==> config.mk <==
export PLATFORM = sky130hd
export DESIGN_NAME = ext_reg_bank
export DESIGN_NICKNAME = d
export VERILOG_FILES = /design/src/rtl/xreg_pkg.sv /design/src/rtl/xreg_sync.sv /design/src/rtl/xreg_capture_fsm.sv /design/src/rtl/xreg_word.sv /design/src/rtl/ext_reg_bank.sv
export SDC_FILE = /design/constraint.sdc
export NUM_CORES = 1
export LEC_CHECK = 0
export BUFFER_PORTS_ARGS = -buffer_cell sky130_fd_sc_hd__buf_2
export CAP_MARGIN = 0
export CORE_ASPECT_RATIO = 0.7
export CORE_MARGIN = 2
export CORE_UTILIZATION = 47
export DETAILED_ROUTE_END_ITERATION = 8
export PLACE_DENSITY_LB_ADDON = 0.15
export SLEW_MARGIN = 15
export SYNTH_ARGS = -nofsm -noshare
export SYNTH_HDL_FRONTEND = slang
export SYNTH_SLANG_ARGS = --single-unit
export TNS_END_PERCENT = 5
==> constraint.sdc <==
create_clock -name clk -period 1.45 [get_ports clk]
set_input_delay 0.29 -clock clk [delete_from_list [all_inputs] [get_ports clk]]
set_output_delay 0.29 -clock clk [all_outputs]
set_load 0.01 [all_outputs]
==> src/rtl/xreg_pkg.sv <==
package xreg_pkg;
    localparam int NUM_REGS = 3;
    localparam int REG_SYS  = 0;
    localparam int REG_MON  = 1;
    localparam int REG_CLK  = 2;

    localparam logic [1:0] SRC_ILLEGAL = 2'b10;

    typedef enum logic {
        ST_SEL_HIGH,
        ST_SEL_LOW
    } cap_state_t;
endpackage

==> src/rtl/xreg_sync.sv <==
module xreg_sync #(
    parameter int          W      = 8,
    parameter int          STAGES = 2,
    parameter logic [W-1:0] IDLE  = '1
) (
    input  logic         clk,
    input  logic         rst_n,
    input  logic [W-1:0] d,
    output logic [W-1:0] q
);
    logic [W-1:0] stg [STAGES];

    always_ff @(posedge clk or negedge rst_n) begin
        if (!rst_n) begin
            for (int k = 0; k < STAGES; k++) stg[k] <= IDLE;
        end else begin
            stg[0] <= d;
            for (int k = 1; k < STAGES; k++) stg[k] <= stg[k-1];
        end
    end

    assign q = stg[STAGES-1];
endmodule

==> src/rtl/xreg_capture_fsm.sv <==
module xreg_capture_fsm
    import xreg_pkg::*;
(
    input  logic clk,
    input  logic rst_n,
    input  logic sel_n,
    input  logic oe_n,
    output logic capture
);
    cap_state_t state_q, state_d;

    always_ff @(posedge clk or negedge rst_n) begin
        if (!rst_n) state_q <= ST_SEL_HIGH;
        else        state_q <= state_d;
    end

    always_comb begin
        state_d = state_q;
        unique case (state_q)
            ST_SEL_HIGH: if (!sel_n) state_d = ST_SEL_LOW;
            ST_SEL_LOW:  if (sel_n)  state_d = ST_SEL_HIGH;
            default:     state_d = ST_SEL_HIGH;
        endcase
    end

    always_comb begin
        capture = 1'b0;
        unique case (state_q)
            ST_SEL_HIGH: capture = 1'b0;
            ST_SEL_LOW:  capture = sel_n && !oe_n;
            default:     capture = 1'b0;
        endcase
    end

    // a load only follows a cycle in which the select was low
    assert_capture_after_low_R5: assert property (@(posedge clk) disable iff (!rst_n)
        capture |-> $past(!sel_n));

    // one load pulse per select rise
    assert_single_pulse_R5: assert property (@(posedge clk) disable iff (!rst_n)
        capture |=> !capture);
endmodule

==> src/rtl/xreg_word.sv <==
module xreg_word #(
    parameter int           W   = 8,
    parameter logic [W-1:0] RST = '0
) (
    input  logic         clk,
    input  logic         rst_n,
    input  logic         load,
    input  logic [W-1:0] d,
    output logic [W-1:0] q
);
    always_ff @(posedge clk or negedge rst_n) begin
        if (!rst_n)    q <= RST;
        else if (load) q <= d;
    end
endmodule

==> src/rtl/ext_reg_bank.sv <==
module ext_reg_bank
    import xreg_pkg::*;
#(
    parameter int           BUS_W       = 8,
    parameter int           SYNC_STAGES = 2,
    parameter logic [BUS_W-1:0] SYS_RST = 8'h08,
    parameter logic [BUS_W-1:0] MON_RST = 8'h00,
    parameter logic [BUS_W-1:0] CLK_RST = 8'h00
) (
    input  logic             clk,
    input  logic             rst_n,
    input  logic [BUS_W-1:0] bus_data,
    input  logic             bus_oe_n,
    input  logic             sel_sys_n,
    input  logic             sel_mon_n,
    input  logic             sel_clk_n,
    output logic [BUS_W-1:0] sys_word,
    output logic [BUS_W-1:0] mon_word,
    output logic [BUS_W-1:0] clk_word,
    output logic             mic_relay,
    output logic             phantom_hi_v,
    output logic             hw_mute,
    output logic             phantom_off,
    output logic [1:0]       in12_src,
    output logic             in34_hiz,
    output logic             codec_run,
    output logic [3:0]       mon_in_paths,
    output logic             out34_to_mon12,
    output logic             out12_to_mon34,
    output logic             src_code_err
);
    localparam int SYNC_W = BUS_W + NUM_REGS + 1;

    logic [SYNC_W-1:0]   raw_vec, syn_vec;
    logic [BUS_W-1:0]    syn_data;
    logic [NUM_REGS-1:0] syn_sel_n;
    logic                syn_oe_n;
    logic [NUM_REGS-1:0] cap;
    logic [BUS_W-1:0]    word_q [NUM_REGS];
    logic                err_q;

    assign raw_vec = {bus_oe_n, sel_clk_n, sel_mon_n, sel_sys_n, bus_data};

    xreg_sync #(.W(SYNC_W), .STAGES(SYNC_STAGES), .IDLE('1)) u_sync (
        .clk(clk), .rst_n(rst_n), .d(raw_vec), .q(syn_vec)
    );

    assign syn_data  = syn_vec[BUS_W-1:0];
    assign syn_sel_n = syn_vec[BUS_W +: NUM_REGS];
    assign syn_oe_n  = syn_vec[SYNC_W-1];

    for (genvar i = 0; i < NUM_REGS; i++) begin : g_reg
        localparam logic [BUS_W-1:0] RV = (i == REG_SYS) ? SYS_RST :
                                          (i == REG_MON) ? MON_RST : CLK_RST;

        xreg_capture_fsm u_fsm (
            .clk(clk), .rst_n(rst_n), .sel_n(syn_sel_n[i]),
            .oe_n(syn_oe_n), .capture(cap[i])
        );

        xreg_word #(.W(BUS_W), .RST(RV)) u_word (
            .clk(clk), .rst_n(rst_n), .load(cap[i]), .d(syn_data), .q(word_q[i])
        );

        // a register only moves in the cycle after its own load pulse
        assert_word_hold_R4: assert property (@(posedge clk) disable iff (!rst_n)
            !$stable(word_q[i]) |-> $past(cap[i]));
    end

    always_ff @(posedge clk or negedge rst_n) begin
        if (!rst_n) err_q <= 1'b0;
        else if (cap[REG_SYS] && syn_data[5:4] == SRC_ILLEGAL) err_q <= 1'b1;
    end

    // the flag never clears outside reset
    assert_err_sticky_R8: assert property (@(posedge clk) disable iff (!rst_n)
        err_q |=> err_q);

    // the flag rises together with an illegal code landing in the system word
    assert_err_cause_R8: assert property (@(posedge clk) disable iff (!rst_n)
        $rose(err_q) |-> word_q[REG_SYS][5:4] == SRC_ILLEGAL);

    assign sys_word = word_q[REG_SYS];
    assign mon_word = word_q[REG_MON];
    assign clk_word = word_q[REG_CLK];

    assign mic_relay      = sys_word[0];
    assign phantom_hi_v   = sys_word[1];
    assign hw_mute        = sys_word[2];
    assign phantom_off    = sys_word[3];
    assign in12_src       = sys_word[5:4];
    assign in34_hiz       = sys_word[6];
    assign codec_run      = sys_word[7];
    assign mon_in_paths   = mon_word[3:0];
    assign out34_to_mon12 = mon_word[4];
    assign out12_to_mon34 = mon_word[5];
    assign src_code_err   = err_q;
endmodule

Yosys cells after proc, flatten, opt, wreduce, memory -nomap -nowiden:

Cells that the tools add are included.

* reductions and logical operators: 5
* multiply operators: 0
* bitwise operators: 3
* div/mod/pow operators: 0
* $add $sub $neg: 0
* shift operators: 0
* order comparisons: 0
* equal/unequal tests: 1
* multiplexer cells: 6

Operators by type and width (number)
* $pmux 1 s2: 3
* $logic_and 1x1->1: 4
* $mux 1: 3
* $not 1->1: 3
* $eq 2x2->1 const B: 1
* $logic_not 1->1: 1

* memories kept: 0
* bits in writable memories: 0
* bits in read-only memories: 0
* register bits: 52
* word-level logic and storage cells: 24
* latch bits: 0

Longest topological paths before layout:

Gate-level depths: netlist of run 1.

* depth after elaboration: 4
* gate-level depth with buffers: 2
* gate-level depth less buffers: 2

By module:

A second synthesis of run 1 with hierarchy kept.

* cell total of the unflattened synthesis: 113
* area, all modules: 1970.6 sq um

Modules (own cells, without submodules)
* xreg_sync: instances 1, cells each 36, area an instance 720.7 sq um, sequential area each 630.6 sq um
* xreg_word (g_reg[1].u_word ...): instances 2, cells each 17, area an instance 331.6 sq um, sequential area each 200.2 sq um
* xreg_word (g_reg[0].u_word): instances 1, cells each 17, area an instance 332.8 sq um, sequential area each 201.4 sq um
* ext_reg_bank: instances 1, cells each 17, area an instance 141.4 sq um, sequential area each 25.0 sq um
* xreg_capture_fsm: instances 3, cells each 3, area an instance 37.5 sq um, sequential area each 25.0 sq um

Worst setup path after synthesis of run 1:

No wires, ideal clock.

* path kind: flip-flop to flip-flop
* start: register u_sync.stg (netlist bit u_sync.q[11])
* end: register g_reg[0].u_word.q[0]
* required time: 1.325 ns
* slack: 0.308 ns
* arrival: 1.017 ns
* stages on the path, launching flop included: 3
* library setup time: 0.125 ns
* path through: dfstp_2 -> nand3b_4 -> mux2_2

* longest elaborated chain between the ends: 3

RTL lines
* from (decl): line xreg_sync.sv:11 `logic [W-1:0] stg [STAGES];`
* $logic_not 1->1: line xreg_capture_fsm.sv:30 `ST_SEL_LOW: capture = sel_n && !oe_n;`
* $logic_and 1x1->1: line xreg_capture_fsm.sv:30
* $pmux 1 s2: line xreg_capture_fsm.sv:28 `unique case (state_q)`
* to (signal assigned): line xreg_word.sv:12 `if (!rst_n) q <= RST;`
* to (signal assigned): line xreg_word.sv:13 `else if (load) q <= d;`
* to (decl): line xreg_word.sv:9 `output logic [W-1:0] q`

Every way passes these cells.
A chain may end at the register's enable or synchronous reset.

Final worst setup path of run 1:

* start: register g_reg[0].u_word.q[3]
* end: output sys_word[3]

RTL lines
* to (decl): line ext_reg_bank.sv:17 `output logic [BUS_W-1:0] sys_word,`

No word-level cell between the ends.

==> results of run 1 <==
## registers in the layout, summed over array words and instances (netlist names)
register / flops
u_sync.q: 12
u_sync.stg: 12
g.u_word.q: 24
g.u_fsm.state_q: 3
src_code_err: 1
## where the power goes
group,switching [mW],internal [mW]
sequential,0.102,1.65
combinational,0.250,0.263
clock,0.427,0.339
## cell usage in the layout (no fill, tap or decap)
cell type	netlist	final
dlygate4sd3_1	0	1
inv_1	3	3
o21bai_1	1	1
buf_12	0	1
nand2b_1	1	1
mux2_2	24	24
dfrtp_1	27	27
clkbuf_8	0	5
buf_2	0	52
clkinv_2	0	1
clkbuf_1	0	2
nand3b_4	3	3
dfstp_2	25	25
## per-layer routing
metal	GRT usage	up-vias
met1	0.180	434
met4	0.0689	0
li1	-	408
met3	0.0795	5
met5	0	-
met2	0.214	35
## final cells by class
| cell class | instances | area share |
|---|---|---|
| tap | 50 | 0.0295 |
| inverter | 3 | 0.00531 |
| clock inverter | 1 | 0.00236 |
| clock buffer | 7 | 0.0360 |
| multi-input combinational | 29 | 0.162 |
| sequential | 52 | 0.628 |
| timing repair buffer | 54 | 0.137 |
## cell families after synthesis
family,count (synthesis)
buffers and inverters,17
AO/OA/AOI/OAI,1
multiplexers,24
AND/OR/NAND/NOR,4
flip-flops,52
## worst paths after layout
path	endpoint	startpoint
max	sys_word[3]	g_reg[0].u_word.q[3]
min	u_sync.stg[17]	bus_data[5]
max reg2reg	g_reg[0].u_word.q[5]	u_sync.q[11]
min reg2reg	u_sync.q[6]	u_sync.stg[18]
max in group asynchronous	u_sync.q[9]	rst_n
min in group asynchronous	g_reg[0].u_word.q[6]	rst_n
## metrics by stage
step                instances  utilization  area, µm²  setup slack (ns)  hold WS, ns
global route              196        0.593       2120             0.148       0.0437
global placement          187        0.567       2030             0.242        0.292
CTS                       196        0.593       2120             0.180       0.0613
finish                    196        0.593       2120             0.193       0.0762
floorplan                  98            -       1790             0.308     -0.00559
detailed placement        187        0.567       2030             0.198        0.299
## timing repair
action                                  4_1_cts  5_1_grt
endpoints found under the hold margin        27        0
hold buffers                                  1        0
endpoints found under the setup margin        0        0
## cells in the mapped netlist, drive strengths merged
master | count | area share
o21bai | 1 | 0.0042
dfrtp | 27 | 0.38
nand3b | 3 | 0.033
dfstp | 25 | 0.37
mux2 | 24 | 0.15
inv | 3 | 0.0063
nand2b | 1 | 0.0035
buf | 14 | 0.059
==> flow_summary_export.csv, run 1 <==
group,metric,value,unit
timing,worstMarginPinSlew,0.261,ns
floorplan,die_y,55.7,µm
timing,finalClockSkew,0.00376,ns
cells_and_area,syn2layout_area_growth,18.4,%
worst_setup_path,reg2reg_setup_slack,0.21,ns
pwr,peakVddDrop,0.697,mV
cts,cts_made_buffers,5,
worst_hold_path,hp-class,"in2reg",
route,wl_per_cell,13.6,µm
yosys,yosys.area_share.simple,0.0370,
worst_setup_path,startpoint_type,"flip-flop",
route,drt-pass1-iter-count,4,
floorplan,die_x,77.8,µm
pwr,totalPowerFinal,3.03,mW
cts,clk_latency,0.30,ns
cts,htreeDepth,2,
timing,finalCriticalPeriod,1.26,ns
worst_setup_path,path_buf_inv,1,
route,viasPerCell,4.50,
worst_setup_path,cp.depth,1,
cts,clk_pin_slew,0.08,ns
floorplan,rows,18,
yosys,netlist_instances,98,
yosys,synth_compound_gate_area_share,0.00419,
route,met3_length,236,µm
yosys,ys_types,8,
yosys,synth_xor_xnor_area_share,0,
yosys,syn_avg_cell_area,18.3,µm²
grt,grt_start_max_net_pins,53,
pwr,p_per_area,1430,mW/mm²
timing,finalCritPeriodShare,0.867,
placement,port_buffers,52,
timing,fmax,795,MHz
route,drtIter0Drc,27,
worst_setup_path,worstSetupPathType,"reg2out",
yosys,syn_area,0.00179,mm²
floorplan,io_pins,53,
timing,finalSetupViolCount,0,
cts,cts-root-buf,"clkbuf_8",
route,m1WireLength,1140,µm
worst_setup_path,critPathArrivalTime,0.97,ns
timing,max-slew-margin-rel,0.826,
yosys,synthMuxAreaShare,0.151,
pwr,p_leak,1.01,nW
grt,grt_first_pass_wirelength,4550,µm
status,status,"complete, no violations",
floorplan,die_area,0.00433,mm²
route,ant_nets,0,
route,drc,0,
floorplan,core,0.00358,mm²
yosys,ys_seq_elements,52,
yosys,synth_fa_ha_area_frac,0,
route,vias,882,
placement,hpwlAfterDp,1860,µm
timing,rsz0062_at_grt,"false",
yosys,synth_warnings,0,
yosys,synth_top_family_by_area,"multiplexers",
cts,postCtsSetupBuffers,0,
cts,clkSinkCount,52,
timing,maxSlewViolCount,0,
worst_hold_path,hold_depth,1,
cells_and_area,fin_nets,159,
yosys,synth_seq_area_share,0.743,
cts,cts_tree,"yes",
grt,antenna_found_initial,0,
timing,hold_violations,0,
cells_and_area,regArea,0.00133,mm²
cells_and_area,antenna_cells,0,
cts,cts_resized,0,
worst_setup_path,slowest_stage,"dfstp_2",
worst_setup_path,path_max_fanout,3,
placement,gp_congestion,0.614,
route,routed.top_layer,"met4",
floorplan,start_util,0.501,
grt,track_usage,0.147,
worst_setup_path,path_cells,"buf_2",
route,wl_met2,1230,µm
worst_setup_path,path_delay_family,"flip-flops",
cells_and_area,multi_input_area,344,µm²
grt,grt_pass1_vias,877,
cts,clockBufferDepth,2,
flow_run,cap_violations,0,
worst_setup_path,worstPathRequired,1.16,ns
worst_setup_path,critPathMaxStageDelay,0.54,ns
cells_and_area,n_fill_cell,287,
worst_setup_path,endpoint_kind,"output pin",
route,routed_wl,2660,µm
timing,setup_tns,0,ns
cells_and_area,drive_gt1_frac,0.760,
yosys,synth_fp_nets,112,
grt,gr-total-overflow,0,
worst_setup_path,rr_worst_depth,2,
(Power assumes the default switching activity.)
==> run 2, diff against run 1 <==
Settings changed: BUFFER_PORTS_ARGS -buffer_cell sky130_fd_sc_hd__buf_2 to -buffer_cell sky130_fd_sc_hd__buf_4, SLEW_MARGIN 15 to 20.
==> run 2 against run 1 <==
Register-to-register slack about the same; clock skew up 0.0019 ns; flip-flop and latch count unchanged; global-route usage down 0.41 points; setup slack better by 0.0014 ns; critical path depth unchanged; largest cell class unchanged; largest power group unchanged.
==> flow_summary_export.csv, run 2 (same netlist as run 1, synthesis figures left out) <==
group,metric,value,unit
status,status,"complete, no violations",
cts,postCtsSetupBuffers,0,
route,vias,882,
timing,fin_ws,0.194,ns
cts,clkSinkCount,52,
worst_setup_path,path_cells,"buf_4",
worst_setup_path,reg2reg_from,"u_sync.q[11]",
cts,cts-root-buf,"clkbuf_8",
grt,track_usage,0.143,
placement,pre_cts_ws,0.221,ns
cts,cts_resized,0,
floorplan,core,0.00358,mm²
cts,cts_tree,"yes",
timing,rsz0062_at_grt,"false",
pwr,peakVddDrop,0.804,mV
worst_setup_path,slowest_stage,"dfstp_2",
worst_setup_path,startpoint_type,"flip-flop",
route,wl_per_cell,14.3,µm
worst_setup_path,critPathArrivalTime,0.97,ns
worst_setup_path,reg2reg_setup_slack,0.22,ns
placement,port_buffers,52,
timing,finalCritPeriodShare,0.866,
floorplan,die_x,77.8,µm
worst_hold_path,hp-class,"in2async",
floorplan,die_area,0.00433,mm²
grt,grt_start_max_net_pins,53,
cells_and_area,layout_common_cells,"buf_4, dfrtp_1, dfstp_2, mux2_2, clkbuf_8",
grt,antenna_found_initial,0,
worst_setup_path,worstSetupPathType,"reg2out",
cells_and_area,antenna_cells,0,
worst_setup_path,path_buf_inv,1,
cells_and_area,design_area,0.00225,mm²
cts,clockBufferDepth,2,
worst_setup_path,crit_start,"g_reg[0].u_word.q[3]",
cells_and_area,top_regs,"g.u_word.q x24, u_sync.q x12, u_sync.stg x12",
cells_and_area,largest_reg_flops,24,
floorplan,start_util,0.501,
cts,clk_pin_slew,0.09,ns
timing,maxSlewViolCount,0,
timing,finalClockSkew,0.00562,ns
cts,holdBufCountCts,0,
pwr,p_leak,1.05,nW
cells_and_area,fin_nets,157,
route,routed_wl,2770,µm
timing,max-slew-margin-rel,0.587,
timing,finalCriticalPeriod,1.26,ns
flow_run,cap_violations,0,
route,ant_nets,0,
pwr,totalPowerFinal,3.35,mW
grt,grt_first_pass_wirelength,4580,µm
cells_and_area,drive_gt1_frac,0.778,
cells_and_area,top_register,"g.u_word.q",
cells_and_area,syn2layout_area_growth,25.6,%
timing,worstMarginPinSlew,0.619,ns
grt,grt_pass1_vias,913,
timing,setup_tns,0,ns
cts,cts_made_buffers,5,
timing,finalSetupViolCount,0,
cells_and_area,mostFrequentLayoutCell,"buf_4",
floorplan,rows,18,
worst_setup_path,path_max_fanout,3,
worst_setup_path,r2r-end,"g_reg[1].u_word.q[4]",
cts,clk_latency,0.30,ns
grt,gr-total-overflow,0,
cts,htreeDepth,2,
placement,gp_congestion,0.622,
floorplan,io_pins,53,
route,drc,0,
placement,hpwlAfterDp,1890,µm
worst_setup_path,worstPathRequired,1.16,ns
timing,hold_violations,0,
timing,fmax,796,MHz
worst_setup_path,endpoint_kind,"output pin",
worst_setup_path,path_delay_family,"flip-flops",
route,viasPerCell,4.55,
route,drtIter0Drc,31,
worst_setup_path,rr_worst_depth,2,
floorplan,die_y,55.7,µm
worst_setup_path,critPathMaxStageDelay,0.55,ns
route,drt-pass1-iter-count,4,
placement,place_area,0.00214,mm²
pwr,p_per_area,1490,mW/mm²
[run 2: changes by cell type in the layout (fill, tap and decap cells not counted), sizes merged]
cell	delta
clkinvlp	+1
dlygate4sd3	-1
clkbuf	-2
buf	-1
bufinv	+1
[run 2: final cells by class]
type | instances | area [µm²]
sequential | 52 | 1330
clock inverter | 3 | 42.5
inverter | 3 | 11.3
timing repair buffer | 52 | 390
multi-input combinational | 29 | 344
fill | 279 | 1330
clock buffer | 5 | 68.8
tap | 50 | 62.6
[run 2: metrics by stage]
step / cells / util / hold WS, ns
after floorplan: 98 / - / -0.00559
after global placement: 186 / 0.598 / 0.338
after detailed placement: 186 / 0.598 / 0.347
after CTS: 194 / 0.629 / 0.00223
after global routing: 194 / 0.629 / 0.0308
final: 194 / 0.629 / 0.00486
[run 2: how the worst max path moves through the flow]
stage	endpoint	slack [ns]	depth (start not counted)
floorplan	g_reg[0].u_word.q[0]	0.31	2
global placement	g_reg[0].u_word.q[4]	0.24	2
detailed placement	g_reg[0].u_word.q[5]	0.22	2
CTS	sys_word[3]	0.17	1
global route	sys_word[3]	0.15	1
finish	sys_word[3]	0.19	1
[run 2: power breakdown]
| part | internal (mW) | switching [mW] | total [mW] | leakage, nW |
|---|---|---|---|---|
| Combinational | 0.373 | 0.250 | 0.623 | 0.421 |
| Sequential | 1.65 | 0.115 | 1.77 | 0.580 |
| Clock | 0.510 | 0.449 | 0.960 | 0.0541 |
| Total | 2.53 | 0.814 | 3.35 | 1.05 |
[run 2: per-layer routing]
layer | track usage | routed length, µm | up-vias
met1 | 0.180 | 1220 | 443
li1 | - | - | 399
met2 | 0.216 | 1350 | 35
met4 | 0.0612 | 24 | 0
met3 | 0.0649 | 186 | 5
met5 | 0 | 0 | -
